**src/rtl/wdog_pkg.sv**
```systemverilog
package wdog_pkg;
  localparam int unsigned ADDR_W    = 4;
  localparam int unsigned DATA_W    = 16;
  localparam int unsigned NUM_OFS   = 12;
  localparam int unsigned NUM_STORE = 7;

  localparam logic [ADDR_W-1:0] OFS_COUNT   = 4'd0;
  localparam logic [ADDR_W-1:0] OFS_MBX_IN  = 4'd1;
  localparam logic [ADDR_W-1:0] OFS_MBX_OUT = 4'd2;
  localparam logic [ADDR_W-1:0] OFS_STAT_A  = 4'd3;
  localparam logic [ADDR_W-1:0] OFS_STAT_B  = 4'd4;
  localparam logic [ADDR_W-1:0] OFS_CTRL_A  = 4'd5;
  localparam logic [ADDR_W-1:0] OFS_CTRL_B  = 4'd6;
  localparam logic [ADDR_W-1:0] OFS_MSG_A   = 4'd7;
  localparam logic [ADDR_W-1:0] OFS_MSG_B   = 4'd8;
  localparam logic [ADDR_W-1:0] OFS_WDCNT   = 4'd9;
  localparam logic [ADDR_W-1:0] OFS_SWIRQ   = 4'd10;
  localparam logic [ADDR_W-1:0] OFS_TIMER   = 4'd11;

  // Plain storage registers, indexed 0..NUM_STORE-1
  function automatic logic [ADDR_W-1:0] store_ofs(input int idx);
    case (idx)
      0:       return OFS_MBX_IN;
      1:       return OFS_MBX_OUT;
      2:       return OFS_CTRL_B;
      3:       return OFS_MSG_A;
      4:       return OFS_MSG_B;
      5:       return OFS_WDCNT;
      default: return OFS_SWIRQ;
    endcase
  endfunction

  function automatic logic [DATA_W-1:0] store_rst(input int idx);
    case (idx)
      2:       return 16'h0008;
      6:       return 16'h0003;
      default: return 16'h0000;
    endcase
  endfunction

  function automatic logic [DATA_W-1:0] store_mask(input int idx);
    return (idx == 2) ? 16'hFFFF : 16'h00FF;
  endfunction

  // Write-one-to-clear with set taking priority
  function automatic logic [2:0] w1c_a(input logic [2:0] cur, input logic [2:0] clr,
                                       input logic [2:0] set);
    return (cur & ~clr) | set;
  endfunction
endpackage

```
**src/rtl/wdog_bus_decode.sv**
```systemverilog
module wdog_bus_decode
  import wdog_pkg::*;
(
  input  logic                sel_i,
  input  logic                we_i,
  input  logic [ADDR_W-1:0]   addr_i,
  output logic [NUM_OFS-1:0]  wr_hit_o,
  output logic                rd_en_o
);
  for (genvar g = 0; g < NUM_OFS; g++) begin : g_hit
    assign wr_hit_o[g] = sel_i & we_i & (addr_i == ADDR_W'(g));
  end
  assign rd_en_o = sel_i & ~we_i;
endmodule

```
**src/rtl/wdog_store_reg.sv**
```systemverilog
module wdog_store_reg #(
  parameter int unsigned        WIDTH = 16,
  parameter logic [WIDTH-1:0]   RST   = '0,
  parameter logic [WIDTH-1:0]   MASK  = '1
) (
  input  logic             clk_i,
  input  logic             rst_ni,
  input  logic             wr_en_i,
  input  logic [WIDTH-1:0] wdata_i,
  output logic [WIDTH-1:0] q_o
);
  always_ff @(posedge clk_i or negedge rst_ni) begin
    if (!rst_ni)      q_o <= RST;
    else if (wr_en_i) q_o <= wdata_i & MASK;
  end
endmodule

```
**src/rtl/wdog_countdown.sv**
```systemverilog
module wdog_countdown #(
  parameter int unsigned TMR_W = 10
) (
  input  logic             clk_i,
  input  logic             rst_ni,
  input  logic             tick_i,
  input  logic             halt_i,
  input  logic             load_i,
  input  logic [TMR_W-1:0] tmr_val_i,
  output logic [TMR_W-1:0] count_o,
  output logic             expire_o
);
  function automatic logic [TMR_W-1:0] next_count(input logic [TMR_W-1:0] cur,
                                                   input logic [TMR_W-1:0] tv,
                                                   input logic ld, input logic run_tick);
    if (ld)                               return tv;
    if (run_tick && cur <= TMR_W'(1))     return tv;
    if (run_tick)                         return cur - TMR_W'(1);
    return cur;
  endfunction

  logic run_tick_w;
  assign run_tick_w = tick_i & ~halt_i;
  assign expire_o   = run_tick_w & ~load_i & (count_o <= TMR_W'(1));

  always_ff @(posedge clk_i or negedge rst_ni) begin
    if (!rst_ni) count_o <= '0;
    else         count_o <= next_count(count_o, tmr_val_i, load_i, run_tick_w);
  end
endmodule

```
**src/rtl/wdog_stage.sv**
```systemverilog
module wdog_stage (
  input  logic       clk_i,
  input  logic       rst_ni,
  input  logic       expire_i,
  input  logic       cancel_i,
  input  logic       no_reboot_i,
  input  logic [2:0] set_a_i,
  input  logic [2:0] clr_a_i,
  input  logic [1:0] clr_b_i,
  output logic [2:0] stat_a_o,
  output logic [1:0] stat_b_o,
  output logic       second_o,
  output logic       rst_req_o
);
  import wdog_pkg::*;

  logic armed_q;

  assign second_o = expire_i & armed_q & ~cancel_i;

  always_ff @(posedge clk_i or negedge rst_ni) begin
    if (!rst_ni) begin
      armed_q   <= 1'b0;
      stat_a_o  <= '0;
      stat_b_o  <= '0;
      rst_req_o <= 1'b0;
    end else begin
      if (cancel_i)      armed_q <= 1'b0;
      else if (expire_i) armed_q <= ~armed_q;
      stat_a_o  <= w1c_a(stat_a_o, clr_a_i, {set_a_i[2:1], set_a_i[0] | expire_i});
      stat_b_o  <= (stat_b_o & ~clr_b_i) | {2{second_o}};
      rst_req_o <= second_o & ~no_reboot_i;
    end
  end
endmodule

```
**src/rtl/wdog_two_stage.sv**
```systemverilog
module wdog_two_stage
  import wdog_pkg::*;
#(
  parameter int unsigned TMR_W = 10
) (
  input  logic              clk_i,
  input  logic              rst_ni,
  input  logic              tick_i,
  input  logic              no_reboot_i,
  input  logic              bus_sel_i,
  input  logic              bus_we_i,
  input  logic [ADDR_W-1:0] bus_addr_i,
  input  logic [DATA_W-1:0] bus_wdata_i,
  output logic [DATA_W-1:0] bus_rdata_o,
  output logic              rst_req_o
);
  localparam logic [TMR_W-1:0] TIMER_RST = TMR_W'(4);

  logic [NUM_OFS-1:0] wr_hit_w;
  logic               rd_en_w;
  logic               load_w, cancel_w, expire_w, second_w;
  logic               halt_q, lock_q;
  logic [TMR_W-1:0]   timer_q, count_q;
  logic [2:0]         stat_a_q, set_a_w, clr_a_w;
  logic [1:0]         stat_b_q, clr_b_w;
  logic [DATA_W-1:0]  store_q [NUM_STORE];
  logic [DATA_W-1:0]  rd_mux;

  wdog_bus_decode u_dec (
    .sel_i(bus_sel_i), .we_i(bus_we_i), .addr_i(bus_addr_i),
    .wr_hit_o(wr_hit_w), .rd_en_o(rd_en_w)
  );

  for (genvar g = 0; g < NUM_STORE; g++) begin : g_store
    wdog_store_reg #(
      .WIDTH(DATA_W), .RST(store_rst(g)), .MASK(store_mask(g))
    ) u_reg (
      .clk_i(clk_i), .rst_ni(rst_ni),
      .wr_en_i(wr_hit_w[store_ofs(g)]),
      .wdata_i(bus_wdata_i), .q_o(store_q[g])
    );
  end

  // Control A: halt follows writes, lock only accumulates
  always_ff @(posedge clk_i or negedge rst_ni) begin
    if (!rst_ni) begin
      halt_q <= 1'b0;
      lock_q <= 1'b0;
    end else if (wr_hit_w[OFS_CTRL_A]) begin
      halt_q <= bus_wdata_i[0];
      lock_q <= lock_q | bus_wdata_i[1];
    end
  end

  always_ff @(posedge clk_i or negedge rst_ni) begin
    if (!rst_ni)                     timer_q <= TIMER_RST;
    else if (wr_hit_w[OFS_TIMER])    timer_q <= bus_wdata_i[TMR_W-1:0];
  end

  assign load_w   = wr_hit_w[OFS_COUNT];
  assign cancel_w = load_w | (wr_hit_w[OFS_CTRL_A] & bus_wdata_i[0]);

  wdog_countdown #(.TMR_W(TMR_W)) u_cnt (
    .clk_i(clk_i), .rst_ni(rst_ni), .tick_i(tick_i), .halt_i(halt_q),
    .load_i(load_w), .tmr_val_i(timer_q), .count_o(count_q), .expire_o(expire_w)
  );

  assign set_a_w = {wr_hit_w[OFS_MBX_OUT], wr_hit_w[OFS_MBX_IN], 1'b0};
  assign clr_a_w = wr_hit_w[OFS_STAT_A] ? bus_wdata_i[2:0] : 3'b000;
  assign clr_b_w = wr_hit_w[OFS_STAT_B] ? bus_wdata_i[1:0] : 2'b00;

  wdog_stage u_stage (
    .clk_i(clk_i), .rst_ni(rst_ni), .expire_i(expire_w), .cancel_i(cancel_w),
    .no_reboot_i(no_reboot_i), .set_a_i(set_a_w), .clr_a_i(clr_a_w),
    .clr_b_i(clr_b_w), .stat_a_o(stat_a_q), .stat_b_o(stat_b_q),
    .second_o(second_w), .rst_req_o(rst_req_o)
  );

  always_comb begin
    rd_mux = '0;
    case (bus_addr_i)
      OFS_COUNT:  rd_mux = DATA_W'(count_q);
      OFS_STAT_A: rd_mux = DATA_W'(stat_a_q);
      OFS_STAT_B: rd_mux = DATA_W'(stat_b_q);
      OFS_CTRL_A: rd_mux = DATA_W'({lock_q, halt_q});
      OFS_TIMER:  rd_mux = DATA_W'(timer_q);
      default:    rd_mux = '0;
    endcase
    for (int i = 0; i < NUM_STORE; i++)
      if (bus_addr_i == store_ofs(i)) rd_mux = store_q[i];
  end

  always_ff @(posedge clk_i or negedge rst_ni) begin
    if (!rst_ni)      bus_rdata_o <= '0;
    else if (rd_en_w) bus_rdata_o <= rd_mux;
  end
endmodule

```
**config.mk**
```make
export PLATFORM = sky130hd
export DESIGN_NAME = wdog_two_stage
export DESIGN_NICKNAME = d
export VERILOG_FILES = /design/src/rtl/wdog_pkg.sv /design/src/rtl/wdog_bus_decode.sv /design/src/rtl/wdog_store_reg.sv /design/src/rtl/wdog_countdown.sv /design/src/rtl/wdog_stage.sv /design/src/rtl/wdog_two_stage.sv
export SDC_FILE = /design/constraint.sdc
export NUM_CORES = 1
export LEC_CHECK = 0
export ABC_AREA = 0
export ABC_CLOCK_PERIOD_IN_PS = 3200
export BUFFER_PORTS_ARGS = -buffer_cell sky130_fd_sc_hd__buf_2
export CAP_MARGIN = 20
export CORE_UTILIZATION = 50
export DETAILED_ROUTE_END_ITERATION = 7
export PLACE_DENSITY = 0.76
export SLEW_MARGIN = 5
export SYNTH_ARGS = -nofsm -noshare
export SYNTH_HDL_FRONTEND = slang
export SYNTH_SLANG_ARGS = --single-unit
```
**constraint.sdc**
```tcl
create_clock -name clk_i -period 3.2 [get_ports clk_i]
set_clock_uncertainty 0.2 [all_clocks]
set_input_delay 0.32 -clock clk_i [delete_from_list [all_inputs] [get_ports clk_i]]
set_output_delay 0.32 -clock clk_i [all_outputs]
set_load 0.01 [all_outputs]
```
==> results.toml, run 1 <==
[pwr]
powerDensity_mw_per_mm2 = 609
leakage_uw = 0.00270
ir_drop_mv = 0.348

[global_routing]
track_usage_pct = 26.2
grt_util_met1_pct = 34.9
met2_usage_pct = 41.3
use_met3_pct = 5.27
grt_max_degree = 51
grt_pass1_vias = 4245
grt_pass1_wl_um = 22500
busiest_layer = "met2"
antenna_found_initial = 0
overflow = 0

[timing]
hold_viol_final = 0
fin_ws_ns = 0.824
slew_headroom_pct = 49.5
fin_crit_sh_pct = 74.3
rsz0062_at_grt = "false"
drv_slew = 0
fin_crit_ns = 2.38
tightest_slew_ns = 0.757
setup_tns_ns = 0
setup_viol = 0
fmax_mhz = 421

[cells_and_area]
final_common_cell = "dfrtp_1"
area_growth_pct = 12.7
diodes = 0
nNetsFinal = 589
layout_common_cells = "105 x dfrtp_1, 67 x mux2_2, 41 x buf_2, 40 x o21ai_0"
layout-drive-gt1-share_pct = 28.3
fillers = 897

[route]
drc = 0
antenna_left = 0
vias = 4342
viasPerCell = 6.19
wl_um = 13500
first_pass_iters = 5
wire_per_inst_um = 19.2
drt_iter0_markers = 371

[job]
max_cap_violations = 0

[floorplan]
num_rows = 37
die_h_um = 106
core-area_mm2 = 0.0104
initial_core_util_pct = 52.0
die_width_um = 106
ios = 43
die_area_mm2 = 0.0112

[clock_tree]
post-cts-setup-buffers = 0
clock-sinks = 109
cts_root_buf = "clkbuf_8"
ctsHtreeMaxLevel = 3
cts_hold_buf = 10
clock_latency_ns = 0.38
cts_tree = "yes"
clkTransAtPathRegs_ns = 0.10
clock_path_buffers = 2
cts_buffers = 9
cts_resized = 0

[hold_path]
hp-class = "in2reg"
min_path_cells = 3

[logic_synthesis]
syn_nets = 541
async_reset_ff_share_pct = 100
synth_flop_cell = "dfrtp_1"
synthCells = 513
syn_avg_cell_area_um2 = 10.6
ys_seq_area_share_pct = 50.5
synth-edff-count = 0
netlist_area_mm2 = 0.00541
ys_ff_latch = 109
ys_warn_count = 0
synth.distinct_cells = 57

[critical_path]
arrival_ns = 2.45
crit_path_end_kind = "register"
worstPathMaxFanout = 9
required_ns = 3.27
worstRegToRegCells = 6
path_class = "reg2reg"
start_kind = "register"

[place]
dp_hpwl_um = 9330
gp_congestion = 0.917
dp_slack_ns = 0.724
io_buffers = 42

[run_status]
status = "finished, final reports clean"
[worst paths after layout]
path | from | end | slack [ns]
min | bus_wdata_i[6] | g_store[4].u_reg.q_o[6] | 0.08
max reg2reg | u_cnt.count_o[3] | u_cnt.count_o[4] | 0.82
max | u_cnt.count_o[3] | u_cnt.count_o[4] | 0.82
max in group asynchronous | rst_ni | g_store[2].u_reg.q_o[3] | 1.60
min in group asynchronous | rst_ni | u_stage.stat_b_o[0] | 0.30
min reg2reg | bus_rdata_o[15] | bus_rdata_o[15] | 0.27
[through the flow]
step                std cells  hold WS (ns)  utilization, %  cell area, um^2  total power (uW)
floorplan                 513        -0.176               -             5410              2510
global placement          676         0.178            55.6             5790              2760
detailed placement        676         0.191            55.6             5790              2810
CTS                       702        0.0440            58.6             6100              3740
global route              702        0.0856            58.6             6100              3930
finish                    702        0.0750            58.6             6100              3720
[metal layers]
metal | routed length (um) | part of all wire (%) | up-vias
li1 | - | - | 1952
met1 | 5730 | 42 | 2151
met2 | 6430 | 48 | 203
met3 | 927 | 6.9 | 36
met4 | 416 | 3.1 | 0
met5 | 0 | 0 | -
[layout make-up]
cell class | count | area [um^2] | area share (%)
flip-flops and latches | 109 | 2730 | 44.8
multi-input cells | 354 | 2480 | 40.6
repair buffers | 68 | 433 | 7.09
well taps | 136 | 170 | 2.79
clock buffers | 10 | 128 | 2.09
clock inverters | 6 | 87.6 | 1.44
inverters | 19 | 71.3 | 1.17
[synthesized netlist by cell type, types with 3 or more instances]
master	instances	area, um^2
a21oi_1	38	190
a221oi_1	5	43.8
a22o_1	3	26.3
a22oi_1	7	52.6
a31oi_1	3	18.8
a32oi_1	3	26.3
buf_2	8	40.0
clkbuf_1	22	82.6
dfrtp_1	105	2630
dfstp_2	4	105
inv_1	19	71.3
mux2_2	67	754
mux2i_1	6	60.1
nand2_1	38	143
nand2b_1	6	37.5
nand3_1	15	75.1
nor2_1	21	78.8
nor2_2	3	18.8
nor2b_1	8	50.1
nor3_1	8	40.0
nor3b_1	4	30.0
o21a_1	8	60.1
o21ai_0	40	200
o22a_1	3	26.3
o22ai_1	18	113
o41a_1	3	33.8
or2_2	6	37.5
[state kept, by name, summed over array words and instances, names as in the netlist]
register	flops
u_stage.rst_req_o	1
bus_rdata_o	16
timer_q	10
u_stage.stat_a_o	3
u_stage.stat_b_o	2
lock_q	1
g_store.u_reg.q_o	64
u_stage.armed_q	1
u_cnt.count_o	10
halt_q	1
[worst max-delay path: stages, from the launching register on]
cell     delay [ns]
dfrtp_1        0.47
or4_4          0.58
nor4_4         0.42
nor2_1         0.15
buf_4          0.20
a31oi_1        0.17
o21ai_1        0.07
[power by group]
group	switching [uW]	internal (uW)
clock network	469	440
registers	247	1680
logic	452	433
total	1170	2550
[kinds of logic (layout without fill, tap and decap cells)]
kind of cell    Yosys count  in the layout  share of synthesized area [%]
xor+xnor                  1              1                          0.162
simple gates            130            130                           12.9
mux                      73             73                           15.0
flops                   109            109                           50.5
compound gates          148            148                           17.2
buf+inv                  50            103                           3.72
fa+ha+maj                 2              2                          0.462
Power figures use the tool's default switching activity.
==> run 2, diff against run 1 <==
Settings changed: ABC_CLOCK_PERIOD_IN_PS 3200 to 2380.
Clock period 3.2 ns to 2.38 ns, I/O delays scaled along.
==> results.toml, run 2 (same netlist as run 1, synthesis figures left out) <==
[route]
vias = 4347
wire_per_inst_um = 18.7
antenna_left = 0
drc = 0
first_pass_iters = 5
viasPerCell = 6.00
wl_um = 13600
drt_iter0_markers = 275

[critical_path]
required_ns = 2.48
rrSetupSlack_ns = 0.08
crit_family = "simple AND/OR/NAND/NOR gates"
slowest_delay_ns = 0.46
path_class = "reg2reg"
worstPathMaxFanout = 6
reg2reg_from = "u_cnt.count_o[0]"
reg2reg_to = "u_cnt.count_o[7]"
arrival_ns = 2.40
worstRegToRegCells = 5
crit_path_end_kind = "register"
crit_top_cell = "or3_4"
start_kind = "register"
critPathBufInv = 0
cp_cell_sequence = "or3_4 > or3_4 > or3_1 > o41a_1 > o22ai_1"
crit_path_top_delay_cell = "dfrtp_1"

[job]
max_cap_violations = 0

[place]
gp_congestion = 0.894
dp_hpwl_um = 9320
io_buffers = 42
post-place-cells = 694

[clock_tree]
cts_root_buf = "clkbuf_8"
ctsHtreeMaxLevel = 3
clock_path_buffers = 2
clkTransAtPathRegs_ns = 0.11
post-cts-setup-buffers = 0
clock-sinks = 109
clock_latency_ns = 0.38
cts_tree = "yes"
cts_buffers = 9

[timing]
fmax_mhz = 434
hold_viol_final = 0
setup_tns_ns = 0
slew_headroom_pct = 60.4
fin_crit_sh_pct = 96.7
tightest_slew_ns = 0.595
setup_viol = 0
drv_slew = 0
rsz0062_at_grt = "false"
fin_crit_ns = 2.30

[cells_and_area]
nNetsFinal = 612
layout-drive-gt1-share_pct = 30.4
largest_reg_flops = 64
layout_common_cells = "105 x dfrtp_1, 67 x mux2_2, 41 x buf_2, 40 x o21ai_0"
final_common_cell = "dfrtp_1"
top_register = "g_store.u_reg.q_o"
area_growth_pct = 16.4
fillers = 867
multi_input_area_mm2 = 0.00248
fin_cells = 725
fin_util_pct = 60.5
diodes = 0
reg_top3 = "g_store.u_reg.q_o x64, bus_rdata_o x16"
seq_area_mm2 = 0.00273

[global_routing]
grt_pass1_vias = 4380
track_usage_pct = 26.0
antenna_found_initial = 0
overflow = 0
grt_max_degree = 63
grt_pass1_wl_um = 22600

[floorplan]
ios = 43
die_width_um = 106
initial_core_util_pct = 52.0
die_area_mm2 = 0.0112
core-area_mm2 = 0.0104
num_rows = 37
die_h_um = 106

[run_status]
status = "finished, final reports clean"

[pwr]
ir_drop_mv = 0.541
powerDensity_mw_per_mm2 = 789
leakage_uw = 0.00282

[hold_path]
hp-class = "in2async"
-- run 2: per-layer routing --
layer  global-route usage, %  vias up  part of all wire (%)
met5                       0        -                     0
met4                    8.33        0                   2.1
met3                    6.32       25                   6.3
met2                    43.4      150                    49
met1                    33.4     2157                    42
li1                        -     2015                     -
-- run 2: metrics by stage --
stage	area [um^2]	power (uW)	setup slack [ns]	hold slack (ns)
final	6300	4970	0.0781	0.0118
after detailed placement	5950	3800	0.0441	-0.133
after CTS	6300	4970	0.00409	0.00398
after global placement	5950	3730	0.107	-0.133
after floorplan	5410	3380	0.223	-0.258
after global routing	6300	5250	0.0146	0.0215
-- run 2: worst max path at each step --
stage / from / to / slack, ns / cells past startpoint
floorplan: u_cnt.count_o[0] / u_cnt.count_o[7] / 0.22 / 5
global placement: u_cnt.count_o[0] / u_cnt.count_o[3] / 0.11 / 7
finish: u_cnt.count_o[0] / u_cnt.count_o[7] / 0.08 / 5
CTS: u_cnt.count_o[0] / u_cnt.count_o[6] / 0.004 / 7
global route: u_cnt.count_o[6] / u_stage.stat_b_o[1] / 0.01 / 6
detailed placement: u_cnt.count_o[0] / u_cnt.count_o[6] / 0.04 / 7
-- run 2: repair_timing --
item	in CTS	in global routing
hold endpoints to repair	121	0
setup endpoints to repair	0	9
resized for setup	0	2
hold buffers	15	0
-- run 2: where the power goes --
part	internal, uW	switching [uW]	leakage, uW	total (uW)
Sequential	2260	299	0.00137	2550
Combinational	625	639	0.00135	1260
Clock	518	636	0.0000959	1150
-- run 2: final cells by class --
cell class                 count  share of cell area (%)
sequential                   109                    43.4
clock buffer                  11                    2.24
clock inverter                 5                   0.933
multi-input combinational    354                    39.4
tap                          136                    2.70
inverter                      19                    1.13
timing repair buffer          91                    10.3
-- run 2: worst reg2reg max path: stages (launching register included) --
cell     delay, ns
dfrtp_1       0.46
or3_4         0.44
or3_4         0.35
or3_1         0.34
o41a_1        0.32
o22ai_1       0.12
==> run 3, diff against run 2 <==
Settings changed: RECOVER_POWER set to 50.
==> results.toml, run 3 (same netlist as run 1, synthesis figures left out) <==
[cells_and_area]
layout_common_cells = "105 x dfrtp_1, 67 x mux2_2, 40 x o21ai_0, 39 x buf_2"
diodes = 0
top_register = "g_store.u_reg.q_o"
area_growth_pct = 15.8
layout-drive-gt1-share_pct = 29.4
largest_reg_flops = 64
reg_top3 = "g_store.u_reg.q_o x64, bus_rdata_o x16"
fin_util_pct = 60.2
nNetsFinal = 612
final_common_cell = "dfrtp_1"

[floorplan]
die_h_um = 106
initial_core_util_pct = 52.0
core-area_mm2 = 0.0104
ios = 43
die_area_mm2 = 0.0112
num_rows = 37
die_width_um = 106

[critical_path]
rrSetupSlack_ns = 0.08
required_ns = 2.48
worstRegToRegCells = 5
worstPathMaxFanout = 6
crit_path_top_delay_cell = "dfrtp_1"
start_kind = "register"
crit_family = "simple AND/OR/NAND/NOR gates"
path_class = "reg2reg"
worstSetupEndpoint = "u_cnt.count_o[7]"
critPathLaunch = "u_cnt.count_o[0]"
reg2reg_to = "u_cnt.count_o[7]"
arrival_ns = 2.40
crit_path_end_kind = "register"
reg2reg_from = "u_cnt.count_o[0]"
path_depth = 5
crit_top_cell = "or3_4"
slowest_delay_ns = 0.46
cp_cell_sequence = "or3_4 > or3_4 > or3_1 > o41a_1 > o22ai_1"
critPathBufInv = 0

[timing]
setup_viol = 0
fin_ws_ns = 0.0809
drv_slew = 0
tightest_slew_ns = 1.02
hold_viol_final = 0
setup_tns_ns = 0
fin_crit_ns = 2.30
fmax_mhz = 435
fin_crit_sh_pct = 96.6
slew_headroom_pct = 32.1
rsz0062_at_grt = "false"

[clock_tree]
cts_buffers = 9
clock-sinks = 109
post-cts-setup-buffers = 0
cts_tree = "yes"
clock_path_buffers = 2
clock_latency_ns = 0.38
ctsHtreeMaxLevel = 3
cts_root_buf = "clkbuf_8"
clkTransAtPathRegs_ns = 0.11

[place]
dp_hpwl_um = 9320
io_buffers = 42
gp_congestion = 0.894
dp_slack_ns = 0.0441

[global_routing]
antenna_found_initial = 0
grt_max_degree = 63
overflow = 0
grt_pass1_vias = 4380
grt_pass1_wl_um = 22600
track_usage_pct = 26.0

[hold_path]
hp-class = "in2reg"

[run_status]
status = "finished, final reports clean"

[route]
antenna_left = 0
vias = 4369
wl_um = 13600
first_pass_iters = 5
viasPerCell = 6.03
drt_iter0_markers = 294
wire_per_inst_um = 18.8
drc = 0

[pwr]
leakage_uw = 0.00279
ir_drop_mv = 0.544
powerDensity_mw_per_mm2 = 791
finalPower_uw = 4960

[job]
max_cap_violations = 0
run 3: final cells by class:
| type | instances | area, um^2 |
|---|---|---|
| Fill cell | 870 | 4150 |
| Sequential cell | 109 | 2730 |
| Multi-Input combinational cell | 354 | 2480 |
| Timing Repair Buffer | 91 | 614 |
| Tap cell | 136 | 170 |
| Clock buffer | 11 | 141 |
| Inverter | 19 | 71.3 |
| Clock inverter | 5 | 58.8 |
run 3: worst min-delay path by stage:
stage | cells after the start | from | endpoint
after CTS | 3 | bus_wdata_i[0] | g_store[3].u_reg.q_o[0]
after global routing | 3 | bus_wdata_i[5] | g_store[4].u_reg.q_o[5]
after global placement | 1 | rst_ni | u_stage.rst_req_o
after detailed placement | 1 | rst_ni | u_stage.rst_req_o
after floorplan | 0 | rst_ni | bus_rdata_o[0]
final | 3 | bus_wdata_i[0] | g_store[3].u_reg.q_o[0]
run 3: worst reg2reg max path: cells and delay by family, from the launching register on:
kind             cells  cell delay [ns]
flip-flops           1             0.46
AND/OR/NAND/NOR      3             1.13
AO/OA/AOI/OAI        2             0.44
run 3: power breakdown:
group	internal, uW	switching (uW)
sequential	2260	299
clock	518	633
combinational	620	637
total	3390	1570
run 3: layer usage:
layer  GRT usage, %  vias to the layer above  part of all wire [%]
met5              0                        -                     0
met4           8.33                        0                   2.2
met3           6.32                       27                   5.8
met2           43.4                      142                    49
met1           33.4                     2177                    43
li1               -                     2023                     -
run 3: per-stage QoR:
step | cells | area [um^2] | hold WS, ns
global route | 725 | 6270 | 0.0251
detailed placement | 694 | 5950 | -0.133
finish | 725 | 6270 | 0.0215
floorplan | 513 | 5410 | -0.258
CTS | 725 | 6300 | 0.00398
global placement | 694 | 5950 | -0.133
run 3: timing repair:
item | in CTS | in global routing
resized for setup | 0 | 2
endpoints found under the setup margin | 0 | 9
hold buffers | 15 | 0
hold endpoints to repair | 121 | 0
